## config.mk

```make
export PLATFORM = sky130hd
export DESIGN_NAME = cycle_clock_monitor
export DESIGN_NICKNAME = d
export VERILOG_FILES = /design/src/rtl/clkmon_pkg.sv /design/src/rtl/clkmon_datapath.sv /design/src/rtl/clkmon_control.sv /design/src/rtl/cycle_clock_monitor.sv
export SDC_FILE = /design/constraint.sdc
export NUM_CORES = 1
export LEC_CHECK = 0
export BUFFER_PORTS_ARGS = -buffer_cell sky130_fd_sc_hd__buf_2
export CORE_MARGIN = 3
export CORE_UTILIZATION = 30
export CTS_CLUSTER_DIAMETER = 60
export DETAILED_ROUTE_END_ITERATION = 7
export HOLD_SLACK_MARGIN = 0.12
export PLACE_DENSITY = 0.55
export SYNTH_ARGS = -nofsm -noshare
export SYNTH_HDL_FRONTEND = slang
export SYNTH_SLANG_ARGS = --single-unit
```

## constraint.sdc

```tcl
create_clock -name clk -period 2.3 [get_ports clk]
set_input_delay 0.46 -clock clk [delete_from_list [all_inputs] [get_ports clk]]
set_output_delay 0.46 -clock clk [all_outputs]
set_load 0.005 [all_outputs]
```

## src/rtl/clkmon_pkg.sv

```systemverilog
package clkmon_pkg;

  typedef enum logic [1:0] {
    MON_WATCH = 2'd0,
    MON_FAULT = 2'd1,
    MON_HOLD  = 2'd2
  } monState_e;

  // control -> datapath: which counter runs
  typedef struct packed {
    logic watchEn;
    logic goodEn;
    logic holdEn;
  } monStrobe_t;

  // datapath -> control: interval and count events
  typedef struct packed {
    logic tickEmpty;
    logic missHit;
    logic goodHit;
    logic holdDone;
  } monEvent_t;

endpackage

```

## src/rtl/clkmon_datapath.sv

```systemverilog
module clkmon_datapath
  import clkmon_pkg::*;
#(
  parameter int SYNC_STAGES       = 2,
  parameter int MISS_INTERVALS    = 1,
  parameter int RECOVER_INTERVALS = 4,
  parameter int RELEASE_EDGES     = 16
) (
  input  logic       clk,
  input  logic       rstN,
  input  logic       refTick,
  input  logic       cycToggle,
  input  logic       svcCommit,
  input  logic       svcMonSel,
  input  monStrobe_t strobe,
  output monEvent_t  evt,
  output logic       monEn,
  output logic       edgePulse
);

  localparam int MISS_W = $clog2(MISS_INTERVALS + 1);
  localparam int GOOD_W = $clog2(RECOVER_INTERVALS + 1);
  localparam int HOLD_W = $clog2(RELEASE_EDGES + 1);
  localparam logic [MISS_W-1:0] MISS_LAST = MISS_W'(MISS_INTERVALS - 1);
  localparam logic [GOOD_W-1:0] GOOD_LAST = GOOD_W'(RECOVER_INTERVALS - 1);
  localparam logic [HOLD_W-1:0] HOLD_LAST = HOLD_W'(RELEASE_EDGES - 1);

  // synchronizer chain
  logic [SYNC_STAGES-1:0] syncQ;
  logic                   lastQ;

  for (genvar s = 0; s < SYNC_STAGES; s++) begin : g_sync
    if (s == 0) begin : g_first
      always_ff @(posedge clk or negedge rstN) begin
        if (!rstN) syncQ[0] <= 1'b0;
        else       syncQ[0] <= cycToggle;
      end
    end else begin : g_next
      always_ff @(posedge clk or negedge rstN) begin
        if (!rstN) syncQ[s] <= 1'b0;
        else       syncQ[s] <= syncQ[s-1];
      end
    end
  end

  always_ff @(posedge clk or negedge rstN) begin
    if (!rstN) lastQ <= 1'b0;
    else       lastQ <= syncQ[SYNC_STAGES-1];
  end

  assign edgePulse = syncQ[SYNC_STAGES-1] ^ lastQ;

  // interval bookkeeping
  logic armed;
  logic seenEdge;
  logic hasEdge;
  logic tickFull;
  logic tickEmpty;

  always_ff @(posedge clk or negedge rstN) begin
    if (!rstN) begin
      armed    <= 1'b0;
      seenEdge <= 1'b0;
    end else if (refTick) begin
      armed    <= 1'b1;
      seenEdge <= 1'b0;
    end else if (edgePulse) begin
      seenEdge <= 1'b1;
    end
  end

  assign hasEdge   = seenEdge | edgePulse;
  assign tickFull  = refTick & armed & hasEdge;
  assign tickEmpty = refTick & armed & ~hasEdge;

  // consecutive empty intervals while watching
  logic [MISS_W-1:0] missCnt;
  always_ff @(posedge clk or negedge rstN) begin
    if (!rstN)                          missCnt <= '0;
    else if (!strobe.watchEn || tickFull) missCnt <= '0;
    else if (tickEmpty)                 missCnt <= missCnt + MISS_W'(1);
  end

  // consecutive good intervals while in fault
  logic [GOOD_W-1:0] goodCnt;
  always_ff @(posedge clk or negedge rstN) begin
    if (!rstN)                           goodCnt <= '0;
    else if (!strobe.goodEn || tickEmpty) goodCnt <= '0;
    else if (tickFull)                   goodCnt <= goodCnt + GOOD_W'(1);
  end

  // recovered edges while holding the pin
  logic [HOLD_W-1:0] holdCnt;
  always_ff @(posedge clk or negedge rstN) begin
    if (!rstN)               holdCnt <= '0;
    else if (!strobe.holdEn) holdCnt <= '0;
    else if (edgePulse)      holdCnt <= holdCnt + HOLD_W'(1);
  end

  // one-time enable commit
  logic committed;
  always_ff @(posedge clk or negedge rstN) begin
    if (!rstN) begin
      monEn     <= 1'b1;
      committed <= 1'b0;
    end else if (svcCommit && !committed) begin
      monEn     <= svcMonSel;
      committed <= 1'b1;
    end
  end

  assign evt.tickEmpty = tickEmpty;
  assign evt.missHit   = tickEmpty & (missCnt == MISS_LAST);
  assign evt.goodHit   = tickFull & (goodCnt == GOOD_LAST);
  assign evt.holdDone  = edgePulse & (holdCnt == HOLD_LAST);

endmodule

```

## src/rtl/clkmon_control.sv

```systemverilog
module clkmon_control
  import clkmon_pkg::*;
(
  input  logic       clk,
  input  logic       rstN,
  input  logic       monEn,
  input  monEvent_t  evt,
  output monStrobe_t strobe,
  output logic       monPull,
  output logic       clkErr
);

  monState_e state, stateNext;

  always_comb begin
    stateNext = state;
    unique case (state)
      MON_WATCH: if (monEn && evt.missHit) stateNext = MON_FAULT;
      MON_FAULT: begin
        if (!monEn)           stateNext = MON_WATCH;
        else if (evt.goodHit) stateNext = MON_HOLD;
      end
      MON_HOLD: begin
        if (!monEn)             stateNext = MON_WATCH;
        else if (evt.tickEmpty) stateNext = MON_FAULT;
        else if (evt.holdDone)  stateNext = MON_WATCH;
      end
      default: stateNext = MON_WATCH;
    endcase
  end

  always_ff @(posedge clk or negedge rstN) begin
    if (!rstN) state <= MON_WATCH;
    else       state <= stateNext;
  end

  assign strobe.watchEn = (state == MON_WATCH) & monEn;
  assign strobe.goodEn  = (state == MON_FAULT);
  assign strobe.holdEn  = (state == MON_HOLD);

  assign monPull = (state != MON_WATCH);
  assign clkErr  = (state == MON_FAULT);

endmodule

```

## src/rtl/cycle_clock_monitor.sv

```systemverilog
module cycle_clock_monitor
  import clkmon_pkg::*;
#(
  parameter int SYNC_STAGES       = 2,
  parameter int MISS_INTERVALS    = 1,
  parameter int RECOVER_INTERVALS = 4,
  parameter int RELEASE_EDGES     = 16
) (
  input  logic clk,
  input  logic rstN,
  input  logic refTick,
  input  logic cycToggle,
  input  logic svcCommit,
  input  logic svcMonSel,
  input  logic wdPullReq,
  output logic pullLow,
  output logic clkErr
);

  monStrobe_t strobe;
  monEvent_t  evt;
  logic       monEn;
  logic       edgePulse;
  logic       monPull;

  clkmon_datapath #(
    .SYNC_STAGES      (SYNC_STAGES),
    .MISS_INTERVALS   (MISS_INTERVALS),
    .RECOVER_INTERVALS(RECOVER_INTERVALS),
    .RELEASE_EDGES    (RELEASE_EDGES)
  ) u_dp (
    .clk      (clk),
    .rstN     (rstN),
    .refTick  (refTick),
    .cycToggle(cycToggle),
    .svcCommit(svcCommit),
    .svcMonSel(svcMonSel),
    .strobe   (strobe),
    .evt      (evt),
    .monEn    (monEn),
    .edgePulse(edgePulse)
  );

  clkmon_control u_ctl (
    .clk    (clk),
    .rstN   (rstN),
    .monEn  (monEn),
    .evt    (evt),
    .strobe (strobe),
    .monPull(monPull),
    .clkErr (clkErr)
  );

  // shared active-low pin request
  assign pullLow = monPull | wdPullReq;

endmodule

```

==> flow_summary_export.csv <==
group,metric,value,unit
run_status,status,"complete, no violations",
die,start_util,32.2,%
synth,yosysWarnings,0,
synth,syn-instance-count,75,
placed_design,hpwl,1.13,mm
worst_setup_path,required,1840,ps
synth,synthXorXnorAreaFrac,2.14,%
pwr,p_leak,0.404,nW
placed_design,place_area,896,um2
global_routing,grt_max_degree,19,
pwr,power_density,617,nW/um2
pwr,p_seq_share,58.0,%
worst_setup_path,critical_path_peak_fanout,4,
synth,synth.area.top_cells,"dfrtp_1, ha_1, a21oi_1",
sta,holdWs,272,ps
detailed_routing,wl,1.42,mm
layout,fin_cells,118,
pwr,vdd_drop_max,0.314,mV
synth,yosys.area_share.simple,15.0,%
synth,yosysSeqAreaShare,55.2,%
sta,fin_crit,1670,ps
sta,hold_viol,0,
layout,syn_to_final_growth,15.1,%
layout,drive_above_1_share,22.7,%
synth,synthMuxAreaShare,1.38,%
worst_setup_path,end_kind,"output port",
pwr,p_comb_share,9.0,%
layout,regArea,452,um2
clock_tree,cts_sinks,18,
synth,synth_fa_ha_area_share,6.12,%
clock_tree,post_cts_buffers,0,
pwr,power.switching,137,uW
synth,synth_ff_type,"dfrtp_1",
sta,maxSlewHeadroom,54.7,%
worst_setup_path,start_kind,"flip-flop",
placed_design,dp_cells,113,
pwr,p_sw_share,23.5,%
detailed_routing,route.detailed.drc,0,
synth,synth_compound_area_share,17.0,%
global_routing,track_usage,9.31,%
sta,fin_worst_skew,0.380,ps
synth,synth_edf_count,0,
detailed_routing,firstDrtPassIters,4,
run,cap_violations,0,
synth,async_flop_share,100,%
clock_tree,cts.clk_slew.worst_paths,100,ps
layout,diodes,0,
global_routing,grt_pass1_vias,599,
global_routing,antenna_found_initial,0,
placed_design,pre_cts_ws,626,ps
detailed_routing,ant_nets,0,
pwr,power,581,uW
sta,clock.fmax,599,MHz
sta,drv_slew,0,
synth,synth_top_area_share,52.0,%
die,die_h,58.2,um
detailed_routing,wl_per_cell,12.1,um
global_routing,grt_first_pass_wirelength,2.45,mm
layout,design_area,942,um2
layout,final_nets,100,
synth,synth_area,818,um2
sta,worst_slew_pin_slew,677,ps
clock_tree,clock-root-buffer,"clkbuf_4",
detailed_routing,vias,591,
layout,final_util,37.0,%
sta,finalSetupViolCount,0,
clock_tree,cts_buffer_depth,2,
die,die_area,3390,um2
synth,yosysMostFrequentCell,"dfrtp_1",
placed_design,port-buffer-count,8,
clock_tree,cts_tree,"yes",
die,rows,18,
worst_setup_path,worstSetupPathType,"flip-flop to output port",
synth,synth.largest_area_cell,"dfrtp_1",
sta,fin_setup_tns,0,ps
die,core,2540,um2
sta,fin_crit_sh,72.6,%
layout,multiInputGateArea,340,um2
pwr,internal_power,444,uW
sta,rsz0062_at_grt,"false",
clock_tree,cts_hold_buf,1,
synth,syn-num-nets,86,
clock_tree,clock_latency,280,ps
synth,synth_cell_types,28,
layout,nFillCells,269,
synth,synth_common_cells,"dfrtp_1, nand2_1, a21oi_1, inv_1, ha_1",
detailed_routing,drt_iter0_drc,3,
min_path,hold_class,"primary input to flip-flop",
die,io_pins,9,
synth,synth-seq-cells,18,
worst_setup_path,worst-endpoint-arrival,1210,ps
clock_tree,numCtsBuffers,3,
pwr,clockPowerShare,32.9,%
placed_design,globalplace.congestion,0.756,
die,die_w,58.2,um
clock_tree,htreeDepth,1,
detailed_routing,vias_per_cell,5.01,
global_routing,gr-total-overflow,0,
synth,synth_top_family_by_area,"compound AO/OA/AOI/OAI gates",
sta,fin_ws,630,ps
synth,postSynthAreaPerCell,10.9,um2
clock_tree,ctsResizeCount,0,
critical path, stage by stage (launching register included):
cell	delay, ps
dfrtp_1	430
or3_1	370
buf_2	130
power by group through the flow:
stage               registers [mW]  clock network (mW)  logic, mW
floorplan                    0.340                   0     0.0305
global placement             0.343                   0     0.0509
detailed placement           0.343                   0     0.0524
CTS                          0.337               0.198     0.0538
global route                 0.338               0.211     0.0593
finish                       0.337               0.191     0.0526
sequential cells by signal, summed over array words and instances, names as in the netlist:
name	cells
u_ctl.state	2
u_dp.lastQ	1
u_dp.armed	1
u_dp.goodCnt	3
u_dp.holdCnt	5
u_dp.monEn	1
u_dp.committed	1
u_dp.syncQ	2
u_dp.missCnt	1
u_dp.seenEdge	1
routing by layer:
layer / routed length [um] / GRT usage [%]
met1: 672 / 10.8
met2: 685 / 16.8
met3: 55 / 2.23
met4: 8 / 2.98
met5: 0 / 0
final timing paths:
path,from,end,slack (ps),cells after the start
max,u_ctl.state[1]$_DFFE_PN0P_,pullLow,630,2
min,cycToggle,u_dp.syncQ[0]$_DFF_PN0_,270,1
max reg2reg,u_dp.lastQ$_DFF_PN0_,u_ctl.state[0]$_DFFE_PN0P_,680,3
min reg2reg,u_dp.syncQ[0]$_DFF_PN0_,u_dp.syncQ[1]$_DFF_PN0_,360,0
max in group asynchronous,rstN,u_dp.monEn$_DFFE_PN1P_,1360,2
min in group asynchronous,rstN,u_dp.syncQ[1]$_DFF_PN0_,620,2
final cells by class:
| class | count | share of cell area [%] |
|---|---|---|
| clock buffer | 4 | 3.85 |
| timing repair buffer | 9 | 5.31 |
| inverter | 7 | 2.79 |
| tap | 30 | 3.98 |
| sequential | 18 | 47.9 |
| multi-input combinational | 50 | 36.1 |
placed cells by master, fill, tap and decap left out, types with 2 or more instances in the layout:
cell,netlist,layout
dfrtp_1,17,17
nand2_1,8,8
buf_2,0,8
inv_1,7,7
a21oi_1,7,7
ha_1,4,4
or3_1,3,3
clkbuf_4,0,3
a211o_2,2,2
nor2_1,2,2
a211oi_1,2,2
nor3_1,2,2
o21ai_0,2,2
or2_2,2,2
o2111ai_1,2,2
logic make-up (layout without fill, tap and decap cells):
family          after synthesis  in the layout
xor+xnor                      2              2
simple gates                 24             24
fa+ha+maj                     4              4
compound gates               19             19
mux                           1              1
flops                        18             18
buf+inv                       7             20
Power figures use the tool's default switching activity.
